### src/rtl/ocd_pkg.sv
// Shared types and helpers for the output driver calibration controller.
package ocd_pkg;
    typedef enum logic [1:0] {
        MODE_NORMAL = 2'd0,
        MODE_DRV_HI = 2'd1,
        MODE_DRV_LO = 2'd2,
        MODE_ADJUST = 2'd3
    } cal_mode_e;

    localparam logic [2:0] FLD_EXIT    = 3'b000;
    localparam logic [2:0] FLD_DRV_HI  = 3'b001;
    localparam logic [2:0] FLD_DRV_LO  = 3'b010;
    localparam logic [2:0] FLD_ADJUST  = 3'b100;
    localparam logic [2:0] FLD_DEFAULT = 3'b111;

    // A code is reserved when it asks one driver to rise and fall at once.
    function automatic logic code_reserved(input logic [3:0] c);
        return (c[3] & c[2]) | (c[1] & c[0]);
    endfunction
endpackage

### src/rtl/ocd_mode_decode.sv
// Mode decoder: turns the calibration field of each mode register write into
// a registered calibration mode and a default-load pulse.
// Assumes mrw_valid is a single-cycle strobe in the clock domain.
module ocd_mode_decode
    import ocd_pkg::*;
(
    input  logic      clk,
    input  logic      rst_n,
    input  logic      mrw_valid,
    input  logic [2:0] mrw_field,
    input  logic      half_strength,
    input  logic      bl_is4,
    output cal_mode_e mode,
    output logic      load_def
);
    logic adj_ok;
    assign adj_ok = bl_is4 && !half_strength;

    // Default load request, applied by the step registers at this same edge.
    assign load_def = mrw_valid && (mrw_field == FLD_DEFAULT) && !half_strength;

    // Mode register: update on each write; ignored and reserved fields hold it.
    always_ff @(posedge clk) begin
        if (!rst_n) begin
            mode <= MODE_NORMAL;
        end else if (mrw_valid) begin
            case (mrw_field)
                FLD_EXIT:    mode <= MODE_NORMAL;
                FLD_DRV_HI:  mode <= MODE_DRV_HI;
                FLD_DRV_LO:  mode <= MODE_DRV_LO;
                FLD_ADJUST:  if (adj_ok) mode <= MODE_ADJUST;
                FLD_DEFAULT: if (!half_strength) mode <= MODE_NORMAL;
                default:     mode <= mode;
            endcase
        end
    end


    adj_gate_chk: assert property (@(posedge clk) disable iff (!rst_n)
        (mrw_valid && mrw_field == FLD_ADJUST && !adj_ok && mode != MODE_ADJUST)
        |=> mode != MODE_ADJUST);
endmodule

### src/rtl/ocd_code_capture.sv
// Code capture: after a write start strobe in adjust mode, waits add_lat
// cycles and then shifts in four serial beats (DT0 first, ending up as the
// leftmost bit). Pulses code_vld at the edge that samples the last beat.
// Assumes all DQ bits carry the same code; a beat is 1 if any bit is high.
module ocd_code_capture #(
    parameter int DQ_W = 16,
    parameter int AL_W = 3,
    parameter int BEATS = 4
) (
    input  logic             clk,
    input  logic             rst_n,
    input  logic             enable,
    input  logic             wr_start,
    input  logic [AL_W-1:0]  add_lat,
    input  logic [DQ_W-1:0]  dq_in,
    output logic [BEATS-1:0] code,
    output logic             code_vld
);
    localparam int BC_W = $clog2(BEATS);
    localparam logic [BC_W-1:0] LAST_BEAT = BC_W'(BEATS - 1);

    logic            busy;
    logic [AL_W-1:0] wait_cnt;
    logic [BC_W-1:0] beat;
    logic            beat_bit;

    assign beat_bit = |dq_in;

    // Capture sequencer: latency wait, then one shifted beat per cycle.
    always_ff @(posedge clk) begin
        if (!rst_n) begin
            busy     <= 1'b0;
            wait_cnt <= '0;
            beat     <= '0;
            code     <= '0;
            code_vld <= 1'b0;
        end else begin
            code_vld <= 1'b0;
            if (!enable) begin
                busy <= 1'b0;
            end else if (!busy) begin
                if (wr_start) begin
                    busy     <= 1'b1;
                    wait_cnt <= add_lat;
                    beat     <= '0;
                end
            end else if (wait_cnt != '0) begin
                wait_cnt <= wait_cnt - 1'b1;
            end else begin
                code <= {code[BEATS-2:0], beat_bit};
                beat <= beat + 1'b1;
                if (beat == LAST_BEAT) begin
                    busy     <= 1'b0;
                    code_vld <= 1'b1;
                end
            end
        end
    end


    vld_after_busy_chk: assert property (@(posedge clk) disable iff (!rst_n)
        code_vld |-> $past(busy));
endmodule

### src/rtl/ocd_step_sat.sv
// Saturating step register for one driver leg. A default load wins over
// inc/dec; an increment at the top or a decrement at zero has no effect.
module ocd_step_sat #(
    parameter int STEP_W = 4,
    parameter int RESET_STEP = 8
) (
    input  logic              clk,
    input  logic              rst_n,
    input  logic              load_def,
    input  logic              inc,
    input  logic              dec,
    output logic [STEP_W-1:0] step
);
    localparam logic [STEP_W-1:0] TOP = '1;
    localparam logic [STEP_W-1:0] DEF = STEP_W'(RESET_STEP);

    // Step count update with saturation at both ends.
    always_ff @(posedge clk) begin
        if (!rst_n)                     step <= DEF;
        else if (load_def)              step <= DEF;
        else if (inc && step != TOP)    step <= step + 1'b1;
        else if (dec && step != '0)     step <= step - 1'b1;
    end


    sat_top_chk: assert property (@(posedge clk) disable iff (!rst_n)
        (step == TOP && inc && !load_def) |=> step == TOP);

    sat_bot_chk: assert property (@(posedge clk) disable iff (!rst_n)
        (step == '0 && dec && !inc && !load_def) |=> step == '0);
endmodule

### src/rtl/ocd_cal_ctrl.sv
// Output driver calibration controller (top). Decodes the calibration field,
// forces drive patterns onto DQ/DQS/DQS#, captures adjust codes and keeps
// one shared pull-up and one shared pull-down step for the whole DQ bus.
// Assumes mode register writes and write-start strobes are synchronous.
module ocd_cal_ctrl
    import ocd_pkg::*;
#(
    parameter int DQ_W = 16,
    parameter int DQS_W = 2,
    parameter int STEP_W = 4,
    parameter int RESET_STEP = 8,
    parameter int AL_W = 3
) (
    input  logic              clk,
    input  logic              rst_n,
    input  logic              mrw_valid,
    input  logic [2:0]        mrw_field,
    input  logic              half_strength,
    input  logic              bl_is4,
    input  logic [AL_W-1:0]   add_lat,
    input  logic              wr_start,
    input  logic [DQ_W-1:0]   dq_in,
    input  logic [DQ_W-1:0]   core_dq,
    input  logic [DQS_W-1:0]  core_dqs,
    input  logic [DQS_W-1:0]  core_dqs_n,
    output logic [DQ_W-1:0]   dq_out,
    output logic [DQS_W-1:0]  dqs_out,
    output logic [DQS_W-1:0]  dqs_n_out,
    output logic [STEP_W-1:0] pu_step,
    output logic [STEP_W-1:0] pd_step,
    output logic [1:0]        cal_mode,
    output logic              rsvd_flag
);
    localparam int BEATS = 4;
    localparam int LEGS = 2; // index 0 pull-up, 1 pull-down

    cal_mode_e         mode;
    logic              load_def;
    logic [BEATS-1:0]  code;
    logic              code_vld;
    logic              rsvd;
    logic [LEGS-1:0]   inc_v, dec_v;
    logic [STEP_W-1:0] step_v [LEGS];

    ocd_mode_decode u_dec (
        .clk(clk), .rst_n(rst_n), .mrw_valid(mrw_valid), .mrw_field(mrw_field),
        .half_strength(half_strength), .bl_is4(bl_is4),
        .mode(mode), .load_def(load_def)
    );

    ocd_code_capture #(.DQ_W(DQ_W), .AL_W(AL_W), .BEATS(BEATS)) u_cap (
        .clk(clk), .rst_n(rst_n), .enable(mode == MODE_ADJUST),
        .wr_start(wr_start), .add_lat(add_lat), .dq_in(dq_in),
        .code(code), .code_vld(code_vld)
    );

    assign rsvd = code_reserved(code);

    // Code to per-leg inc/dec: DT3 pu+, DT2 pu-, DT1 pd+, DT0 pd-.
    always_comb begin
        inc_v = '0;
        dec_v = '0;
        if (code_vld && !rsvd) begin
            inc_v[0] = code[0];
            dec_v[0] = code[1];
            inc_v[1] = code[2];
            dec_v[1] = code[3];
        end
    end

    for (genvar g = 0; g < LEGS; g++) begin : g_leg
        ocd_step_sat #(.STEP_W(STEP_W), .RESET_STEP(RESET_STEP)) u_step (
            .clk(clk), .rst_n(rst_n), .load_def(load_def),
            .inc(inc_v[g]), .dec(dec_v[g]), .step(step_v[g])
        );
    end

    assign pu_step  = step_v[0];
    assign pd_step  = step_v[1];
    assign cal_mode = mode;

    // Reserved flag: one-cycle pulse aligned with the apply edge.
    always_ff @(posedge clk) begin
        if (!rst_n) rsvd_flag <= 1'b0;
        else        rsvd_flag <= code_vld && rsvd;
    end

    // Output pattern mux: forced levels in drive modes, core data otherwise.
    always_comb begin
        case (mode)
            MODE_DRV_HI: begin
                dq_out = '1; dqs_out = '1; dqs_n_out = '0;
            end
            MODE_DRV_LO: begin
                dq_out = '0; dqs_out = '0; dqs_n_out = '1;
            end
            default: begin
                dq_out = core_dq; dqs_out = core_dqs; dqs_n_out = core_dqs_n;
            end
        endcase
    end


    rsvd_hold_chk: assert property (@(posedge clk) disable iff (!rst_n)
        (rsvd_flag && !$past(load_def)) |-> ($stable(pu_step) && $stable(pd_step)));

    exit_keep_chk: assert property (@(posedge clk) disable iff (!rst_n)
        (mrw_valid && mrw_field == FLD_EXIT && !code_vld) |=>
        ($stable(pu_step) && $stable(pd_step)));

    half_def_chk: assert property (@(posedge clk) disable iff (!rst_n)
        (mrw_valid && mrw_field == FLD_DEFAULT && half_strength && !code_vld) |=>
        ($stable(pu_step) && $stable(pd_step)));

    drv_hi_chk: assert property (@(posedge clk) disable iff (!rst_n)
        (mrw_valid && mrw_field == FLD_DRV_HI) |=> (&dq_out && &dqs_out && !(|dqs_n_out)));
endmodule

### config.mk
export PLATFORM = sky130hd
export DESIGN_NAME = ocd_cal_ctrl
export DESIGN_NICKNAME = d
export VERILOG_FILES = /design/src/rtl/ocd_pkg.sv /design/src/rtl/ocd_mode_decode.sv /design/src/rtl/ocd_code_capture.sv /design/src/rtl/ocd_step_sat.sv /design/src/rtl/ocd_cal_ctrl.sv
export SDC_FILE = /design/constraint.sdc
export NUM_CORES = 1
export LEC_CHECK = 0
export ABC_CLOCK_PERIOD_IN_PS = 2850
export BUFFER_PORTS_ARGS = -buffer_cell sky130_fd_sc_hd__buf_2
export CAP_MARGIN = 20
export CORE_ASPECT_RATIO = 0.7
export CORE_MARGIN = 2
export CORE_UTILIZATION = 49
export CTS_CLUSTER_DIAMETER = 60
export DETAILED_ROUTE_END_ITERATION = 12
export PLACE_DENSITY = 0.93
export REMOVE_ABC_BUFFERS = 1
export SKIP_LAST_GASP = 1
export SLEW_MARGIN = 20
export SYNTH_ARGS = -nofsm -noshare
export SYNTH_HDL_FRONTEND = slang
export SYNTH_SLANG_ARGS = --single-unit
export TNS_END_PERCENT = 5
### constraint.sdc
create_clock -name clk -period 2.85 [get_ports clk]
set_clock_uncertainty 0.1 [all_clocks]
set_input_delay 0 -clock clk [delete_from_list [all_inputs] [get_ports clk]]
set_output_delay 0 -clock clk [all_outputs]
set_load 0.01 [all_outputs]
==> results of run 1 <==
[report_power, final]
part / leakage (nW) / internal [W] / switching, W
combinational: 0.829 / 0.0000638 / 0.0000649
sequential: 0.177 / 0.000308 / 0.00000171
clock: 0.0357 / 0.000188 / 0.000105
[sequential cells by signal (all words and copies together), names as in the netlist]
register           cells
u_dec.mode             2
u_cap.code_vld         1
u_cap.busy             1
u_cap.wait_cnt         3
u_cap.code             4
u_cap.beat             2
rsvd_flag              1
g_leg.u_step.step      8
[Yosys cell counts, drive strengths merged]
master,number,share of area [%]
a211oi,2,0.99
ha,10,8.2
fa,2,2.6
nor4,4,1.6
o22ai,2,0.82
a211o,2,1.2
clkbuf,6,1.6
and3,1,0.41
mux2i,7,4.6
o211a,1,0.66
nand4,4,1.6
nor2,13,3.2
nor2b,2,0.82
nand3,6,2.0
nand2b,3,1.2
and2,3,1.2
xor2,1,0.58
a221oi,1,0.58
nand4b,1,0.58
a22o,1,0.66
o21ai,15,4.9
or3,5,2.1
or2,1,0.41
nand2,45,11
o211ai,2,1.3
inv,11,2.7
or3b,2,1.2
a21oi,14,4.6
and4,1,0.58
dfxtp,22,29
nor3,1,0.33
xnor2,3,1.7
a22oi,2,1.9
and3b,1,0.58
nand3b,1,0.49
o41a,2,1.6
buf,1,0.33
[worst min-delay path by stage]
stage / to / slack (ns) / cells after the start
after global placement: dq_out[15] / 0.18 / 4
final: u_cap.wait_cnt[1] / 0.01 / 3
after detailed placement: dq_out[13] / 0.18 / 4
after floorplan: dq_out[11] / 0.02 / 2
after CTS: u_cap.wait_cnt[0] / 0.008 / 3
after global routing: u_cap.wait_cnt[1] / 0.02 / 3
[worst reg2reg max path: stages (launching register included)]
cell     delay (ns)
dfxtp_1        0.40
a22oi_4        0.32
nand4_1        0.27
ha_1           0.42
nand3_1        0.10
and2_1         0.16
o22ai_1        0.19
mux2i_1        0.19
[cells by family after synthesis]
kind of cell / synth area share (%)
and+or+nand+nor: 29.5
AOI/OAI and AO/OA: 19.2
DFF: 29.0
buffers and inverters: 4.61
adders and majority gates: 10.9
muxes: 4.61
xor gates and xnor gates: 2.30
[layout make-up]
class | instances | area [um2] | share of cell area (%)
Sequential cell | 22 | 440 | 21.5
Multi-Input combinational cell | 161 | 1010 | 49.4
Inverter | 11 | 41.3 | 2.02
Tap cell | 36 | 45.0 | 2.20
Clock buffer | 3 | 41.3 | 2.02
Clock inverter | 1 | 30.0 | 1.47
Timing Repair Buffer | 83 | 438 | 21.4
[per-layer routing]
metal,vias up,wire length [um]
li1,865,-
met1,787,1830
met2,57,1860
met3,8,240
met4,0,31
met5,-,0
[stage by stage]
step	setup slack, ns	std cells	power [W]	instance area, um2	hold WS (ns)
finish	0.642	317	0.000731	2050	0.0127
global route	0.468	317	0.000764	2050	0.0182
CTS	0.666	317	0.000733	2050	0.00843
detailed placement	0.701	309	0.000442	1930	0.180
global placement	0.798	309	0.000437	1930	0.177
floorplan	0.897	194	0.000374	1490	0.0151
==> metrics.md, run 1 <==
| Metric | Value |
|---|---|
| Worst R2R Path Depth | `7` |
| H-Tree Level Count | `1` |
| Leak Pwr | `roughly 1.0 nW` |
| Critical Path, Cell by Cell | `a22oi_4 > nand4_1 > ha_1 > nand3_1 > and2_1 > o22ai_1 > mux2i_1` |
| Die area | `~3600 um2` |
| Final slew viol count | `0` |
| Via Count | `around 1700` |
| Sequential fraction of the synthesis area | `between 20% and 30%` |
| Share of cells above drive strength 1 | `31.7%` |
| Clock transition at path regs | `around 0.08 ns` |
| Yosys warns | `0` |
| Worst path slowest cell | `ha_1` |
| Number of global-route vias before repair | `1529` |
| Peak supply drop | `0.000353 V` |
| WP buf/inv | `0` |
| Worst hold path class | `primary input to flop` |
| Crit path depth | `7` |
| Initial antenna violation count | `0` |
| Max Freq | `453 MHz` |
| Worst Setup SP | `u_cap.code[1]` |
| Top Usage Layer GRT | `met2` |
| Core area | `between 2000 and 3000 um2` |
| Iter 0 DRT Violations | `45` |
| Nets@finish | `342` |
| CTS tree | `built` |
| Worst Path Arrival | `between 2 and 2.5 ns` |
| Clock sink count | `22` |
| Final min period | `around 2.2 ns` |
| Root Driver | `clkbuf_8` |
| First-pass GRT wire length | `6.50 mm` |
| Cell Area, Synth | `1520 um2` |
| Post-DP HPWL | `slightly above 3 mm` |
| Routed len/inst | `between 10 and 15 um` |
| Reg2reg end | `g_leg[1].u_step.step[3]` |
| Global Route met2 Usage | `a little under two fifths` |
| Unique cell type count in the Yosys netlist | `43` |
| Critical path type | `flop to flop` |
| Most common cell after layout, fill and taps aside | `buf_2` |
| Global-route usage over all layers | `around 22%` |
| Post-CTS sizing | `0` |
| RSZ-0062 raised after global routing | `false` |
| Syn Inst Count | `approximately 200` |
| Fillers | `225` |
| RD Place Congestion | `0.878` |
| Die X | `70.6 um` |
| Final period utilization | `77.5%` |
| M1 GR Usage | `29.0%` |
| Syn avg cell area | `7.56 um2` |
| CTS Buf Count | `3` |
| Final Hold Fails | `0` |
| 1st-pass router iterations | `4` |
| Setup slack, reg-to-reg | `0.64 ns` |
| Setup crit end | `g_leg[1].u_step.step[3]` |
| Layout Utilization | `between 70 and 80%` |
| Ports | `a little under 80` |
| Rows | `16` |
| Final setup fails | `0` |
| Layout area overhead | `34.6%` |
| Largest net degree at the start of global routing | `23` |
| Most frequent cells in the layout | `78 x buf_2, 45 x nand2_1, 22 x dfxtp_1` |
| # DRC | `0` |
| Buffers on Ports | `just under 80` |
| Hold path start | `add_lat[1]` |
| Global routing usage on met3 | `~5%` |
| Die H | `between 50 and 60 um` |
| Max Cap Viol | `0` |
| Gr ovfl total | `0` |
| Vias per inst | `between 5 and 6` |
| Worst setup SP type | `flop` |
| Slew headroom | `around 49%` |
| Routed WL | `between 3 and 4 mm` |
| Status | `finished clean` |
| Slowest stage delay, CP | `0.42 ns` |
| Max Buffers Root-to-Sink | `2` |
| Critical path peak fanout | `7` |
| Post-CTS Setup Inserts | `0` |
| Register bit total from synthesis | `22` |
| Family with the most delay on the worst path | `simple AND/OR/NAND/NOR gates` |
| Pwr Density | `approximately 360 nW/um2` |
| R2R Path Start | `u_cap.code[1]` |
| Total negative setup slack | `0 ns` |
| Worst-skew pair later-pin latency | `0.26 ns` |
| Worst Tran Pin Value | `between 0.7 and 0.8 ns` |
| Initial Utilization | `between 50% and 60%` |
| Ant. Diodes | `0` |
| CP required | `2.95 ns` |
| Critical Path Sink Type | `flop` |
| Post-CTS Hold Fix Bufs | `4` |
| DRT antenna net count | `0` |
(Power assumes the default switching activity.)
==> run 2, diff against run 1 <==
- ABC_CLOCK_PERIOD_IN_PS: 2850 -> 2000
- CORE_UTILIZATION: 49 -> 41
- PLACE_DENSITY: 0.93 -> 0.84
- clock period: 2.85 -> 2 ns (I/O delays scaled with it)
==> metrics.md, run 2 (same netlist as run 1, synthesis figures left out) <==
| Metric | Value |
|---|---|
| Clock transition at path regs | `~0.070 ns` |
| Global-route usage over all layers | `between 20% and 30%` |
| Global Route met2 Usage | `34.9%` |
| Share of cells above drive strength 1 | `36.8%` |
| Slowest stage delay, CP | `about 0.38 ns` |
| Worst setup SP type | `flop` |
| Most common cell after layout, fill and taps aside | `buf_2` |
| Via Count | `between 1500 and 2000` |
| Global routing usage on met3 | `~4.5%` |
| Total power | `about 0.00093 W` |
| Status | `finished clean` |
| Max Cap Viol | `0` |
| Clock sink count | `22` |
| Worst hold path class | `primary input to flop` |
| 1st-pass router iterations | `4` |
| Buffers on Ports | `78` |
| Final Hold Fails | `0` |
| Final slew viol count | `0` |
| Top Usage Layer GRT | `met2` |
| Final min period | `1.99 ns` |
| Max Freq | `slightly above 500 MHz` |
| Sequential share of power | `47.3%` |
| M1 GR Usage | `about a quarter` |
| WP buf/inv | `0` |
| Ant. Diodes | `0` |
| Combinational Power Share | `roughly a fifth` |
| Root Driver | `clkbuf_8` |
| Non-filler cells, final | `about 350` |
| Die area | `about 4200 um2` |
| H-Tree Level Count | `1` |
| Initial antenna violation count | `0` |
| RSZ-0062 raised after global routing | `true` |
| Number of global-route vias before repair | `roughly 1600` |
| Vias per inst | `between 4 and 5` |
| Critical Path Sink Type | `flop` |
| Fillers | `approximately 320` |
| Routed len/inst | `roughly 12 um` |
| Worst Tran Pin Value | `roughly 0.42 ns` |
| Inst Count DP | `roughly 340` |
| Net Sw Frac | `24.4%` |
| Family with the most delay on the worst path | `compound AO/OA/AOI/OAI gates` |
| RD Place Congestion | `around 0.85` |
| Post-DP HPWL | `3.19 mm` |
| Clk pwr share | `approximately a third` |
| Pwr Density | `426 nW/um2` |
| DRT antenna net count | `0` |
| Setup slack, reg-to-reg | `0.01 ns` |
| CTS Buf Count | `3` |
| Die X | `76.8 um` |
| Slew headroom | `a little under three quarters` |
| Leak Pwr | `1.13 nW` |
| Worst-skew pair later-pin latency | `~0.26 ns` |
| First-pass GRT wire length | `a little under 7 mm` |
| Critical Path, Cell by Cell | `a22oi_4 > nand4_1 > ha_1 > a21oi_1 > nand3_1 > o22ai_1 > mux2i_1` |
| Ports | `between 70 and 80` |
| Nets@finish | `between 300 and 400` |
| Worst path slowest cell | `ha_1` |
| Die H | `~55 um` |
| P_int | `0.000706 W` |
| Worst Path Arrival | `~2.1 ns` |
| NetSw | `roughly 0.00023 W` |
| Max Buffers Root-to-Sink | `2` |
| Largest net degree at the start of global routing | `22` |
| CTS tree | `built` |
| Final period utilization | `99.5%` |
| Final setup fails | `0` |
| CP required | `2.09 ns` |
| Initial Utilization | `43.0%` |
| Largest register by flop count | `g_leg.u_step.step` |
| Post-place setup slack | `-0.0512 ns` |
| Total negative setup slack | `0 ns` |
| Critical path type | `flop to flop` |
| Critical path peak fanout | `4` |
| Final WS setup | `a little over 0.01 ns` |
| Largest register FFs | `8` |
| Routed WL | `slightly above 4 mm` |
| Iter 0 DRT Violations | `between 70 and 80` |
| # DRC | `0` |
| Top flop regs | `g_leg.u_step.step: 8 flops, u_cap.code: 4 flops, u_cap.wait_cnt: 3 flops` |
| Core area | `3540 um2` |
| Most frequent cells in the layout | `78 x buf_2, 45 x nand2_1, 22 x dfxtp_1` |
| Rows | `18` |
| Layout area overhead | `44.4%` |
| Gr ovfl total | `0` |
| Peak supply drop | `between 0.0003 and 0.0004 V` |
run 2: final timing paths:
check | depth (start not counted) | startpoint | endpoint
setup / recovery | 7 | u_cap.code[0] | g_leg[1].u_step.step[3]
hold / removal | 3 | add_lat[0] | u_cap.wait_cnt[0]
setup reg to reg | 7 | u_cap.code[0] | g_leg[1].u_step.step[3]
hold reg to reg | 2 | u_cap.wait_cnt[2] | u_cap.wait_cnt[2]
run 2: final cells by class:
type	count	area, um2	area share, %
clock buffer	4	55.1	2.51
inverter	11	41.3	1.88
multi-input combinational	161	1020	46.7
sequential	22	440	20.1
tap	50	62.6	2.85
timing repair buffer	101	571	26.0
run 2: repair_timing:
item,in CTS,in global routing
buffers inserted,1,0
gates cloned,0,0
hold buffers,3,0
resized for setup,1,1
hold endpoints to repair,4,0
pin swaps,1,0
setup endpoints to repair,1,23
run 2: through the flow:
stage	hold slack [ns]	cell area, um2	utilization (%)
2_1_floorplan	0.0151	1490	-
3_3_place_gp	0.175	2090	59.0
3_5_place_dp	0.180	2090	59.0
4_1_cts	0.00597	2190	62.0
5_1_grt	0.0444	2190	62.1
6_report	0.00966	2190	62.1
run 2: routing by layer:
| layer | wire length [um] | share of wire [%] |
|---|---|---|
| met1 | 2000 | 49 |
| met5 | 0 | 0 |
| met3 | 213 | 5.2 |
| met4 | 7 | 0.17 |
| met2 | 1840 | 45 |
run 2: power by group through the flow:
stage | sequential, W | clock, W | combinational [W]
2_1_floorplan | 0.000452 | 0 | 0.0000809
3_3_place_gp | 0.000452 | 0 | 0.000174
3_5_place_dp | 0.000452 | 0 | 0.000178
4_1_cts | 0.000442 | 0.000316 | 0.000183
5_1_grt | 0.000442 | 0.000339 | 0.000206
6_report | 0.000442 | 0.000308 | 0.000184
run 2: worst min-delay path: stages:
cell and delay, ns:
buf_2 0.10, o21ai_0 0.14, a221oi_1 0.08
==> run 3, diff against run 2 <==
- ABC_CLOCK_PERIOD_IN_PS: 2000 -> 1850
- CORE_UTILIZATION: 41 -> 45
- PLACE_DENSITY: 0.84 -> 0.87
- clock period: 2 -> 1.85 ns (I/O delays scaled with it)
==> metrics.md, run 3 (same netlist as run 1, synthesis figures left out) <==
| Metric | Value |
|---|---|
| Inst Count DP | `333` |
| Nets@finish | `roughly 360` |
| H-Tree Level Count | `1` |
| CP required | `1.94 ns` |
| Ports | `79` |
| Initial Utilization | `between 40% and 50%` |
| Clock sink count | `22` |
| Initial antenna violation count | `0` |
| Largest register FFs | `8` |
| Status | `finished with violations` |
| Max Cap Viol | `0` |
| Most frequent cells in the layout | `78 x buf_2, 45 x nand2_1, 24 x buf_4` |
| Max Buffers Root-to-Sink | `2` |
| Worst Path Arrival | `just over 2 ns` |
| Setup crit end | `g_leg[0].u_step.step[1]` |
| Root Driver | `clkbuf_8` |
| Global-route usage over all layers | `23.7%` |
| Total negative setup slack | `-0.339 ns` |
| Violated checks | `setup timing` |
| Buffers on Ports | `78` |
| Number of global-route vias before repair | `approximately 1600` |
| Worst Setup SP | `u_cap.code[1]` |
| Slew headroom | `approximately 73%` |
| First-pass GRT wire length | `7.13 mm` |
| Final period utilization | `106%` |
| CTS Buf Count | `3` |
| Final WS setup | `-0.114 ns` |
| # DRC | `0` |
| Routed WL | `~4.4 mm` |
| Max Freq | `509 MHz` |
| Most common cell after layout, fill and taps aside | `buf_2` |
| Leak Pwr | `1.15 nW` |
| Final min period | `1.96 ns` |
| Worst setup SP type | `flop` |
| CTS tree | `built` |
| Total power | `~0.0011 W` |
| Routed len/inst | `between 10 and 15 um` |
| Final Hold Fails | `0` |
| Layout area overhead | `45.7%` |
| Rows | `17` |
| 1st-pass router iterations | `5` |
| RSZ-0062 raised after global routing | `true` |
| Ant. Diodes | `0` |
| Core area | `approximately 3200 um2` |
| Setup slack, reg-to-reg | `-0.11 ns` |
| DRT antenna net count | `0` |
| Vias per inst | `5.28` |
| Peak supply drop | `0.000456 V` |
| Area of the multi-input gates | `1020 um2` |
| Worst-skew pair later-pin latency | `around 0.26 ns` |
| Register Area | `443 um2` |
| Via Count | `approximately 1800` |
| Clock transition at path regs | `approximately 0.080 ns` |
| R2R Path Start | `u_cap.code[1]` |
| Critical Path Sink Type | `flop` |
| Die X | `around 73 um` |
| Worst hold path class | `primary input to flop` |
| Iter 0 DRT Violations | `37` |
| Largest register by flop count | `g_leg.u_step.step` |
| Die area | `roughly 3900 um2` |
| Final slew viol count | `0` |
| Critical path peak fanout | `4` |
| Top flop regs | `g_leg.u_step.step: 8 flops, u_cap.code: 4 flops, u_cap.wait_cnt: 3 flops` |
| Post-DP HPWL | `about 3.3 mm` |
| Critical path type | `flop to flop` |
| Worst Tran Pin Value | `0.406 ns` |
| Reg2reg end | `g_leg[0].u_step.step[1]` |
| Fillers | `around 260` |
| RD Place Congestion | `around 0.86` |
| Hold Slack | `approximately 0.0062 ns` |
| Worst R2R Path Depth | `6` |
| Largest net degree at the start of global routing | `22` |
| Share of cells above drive strength 1 | `approximately two fifths` |
| Pwr Density | `between 500 and 600 nW/um2` |
| Die H | `approximately 53 um` |
| Non-filler cells, final | `340` |
| Gr ovfl total | `0` |
| Final setup fails | `5` |
## run 3: per-stage QoR
stage	setup slack [ns]	instance area, um2	util, %
after floorplan	-0.103	1490	-
after global placement	-0.0463	2100	65.9
after detailed placement	-0.181	2100	65.9
after CTS	-0.107	2210	69.1
after global routing	-0.207	2210	69.4
final	-0.114	2210	69.4
## run 3: metal layers
layer / vias to the layer above / global-route usage (%) / share of wire (%)
met4: 0 / 3.64 / 0.90
met5: - / 0 / 0
met3: 6 / 6.15 / 5.2
met2: 57 / 39.1 / 48
met1: 826 / 31.6 / 46
li1: 905 / - / -
## run 3: how the worst min path moves through the flow
stage	startpoint	to	cells past startpoint
finish	add_lat[2]	u_cap.wait_cnt[2]	5
detailed placement	core_dqs[0]	dqs_out[0]	4
global route	mrw_field[1]	u_dec.mode[0]	3
CTS	mrw_field[1]	u_dec.mode[0]	3
floorplan	core_dq[11]	dq_out[11]	2
global placement	core_dq[11]	dq_out[11]	4
## run 3: worst max-delay path, cell delays in order, from the launching register on
cell     delay, ns
dfxtp_2       0.34
a22oi_4       0.21
nand4_1       0.10
buf_4         0.17
fa_2          0.51
or3b_1        0.34
a21oi_1       0.12
## run 3: what timing repair did
item	in CTS	in global routing
gates resized for setup	3	2
hold buffers	2	0
pin swaps	2	0
setup endpoints to repair	23	25
buffers inserted	1	0
endpoints found under the hold margin	4	0
## run 3: final cells by class
cell class / instances / area share (%)
Clock buffer: 3 / 1.86
Clock inverter: 1 / 1.36
Tap cell: 38 / 2.15
Multi-Input combinational cell: 161 / 46.1
Sequential cell: 22 / 20.0
Inverter: 11 / 1.86
Timing Repair Buffer: 104 / 26.7
## run 3: where the power goes
group	switching, W	internal [W]
logic	0.000101	0.0000975
clock network	0.000152	0.000289
registers	0.00000250	0.000475
total	0.000256	0.000861
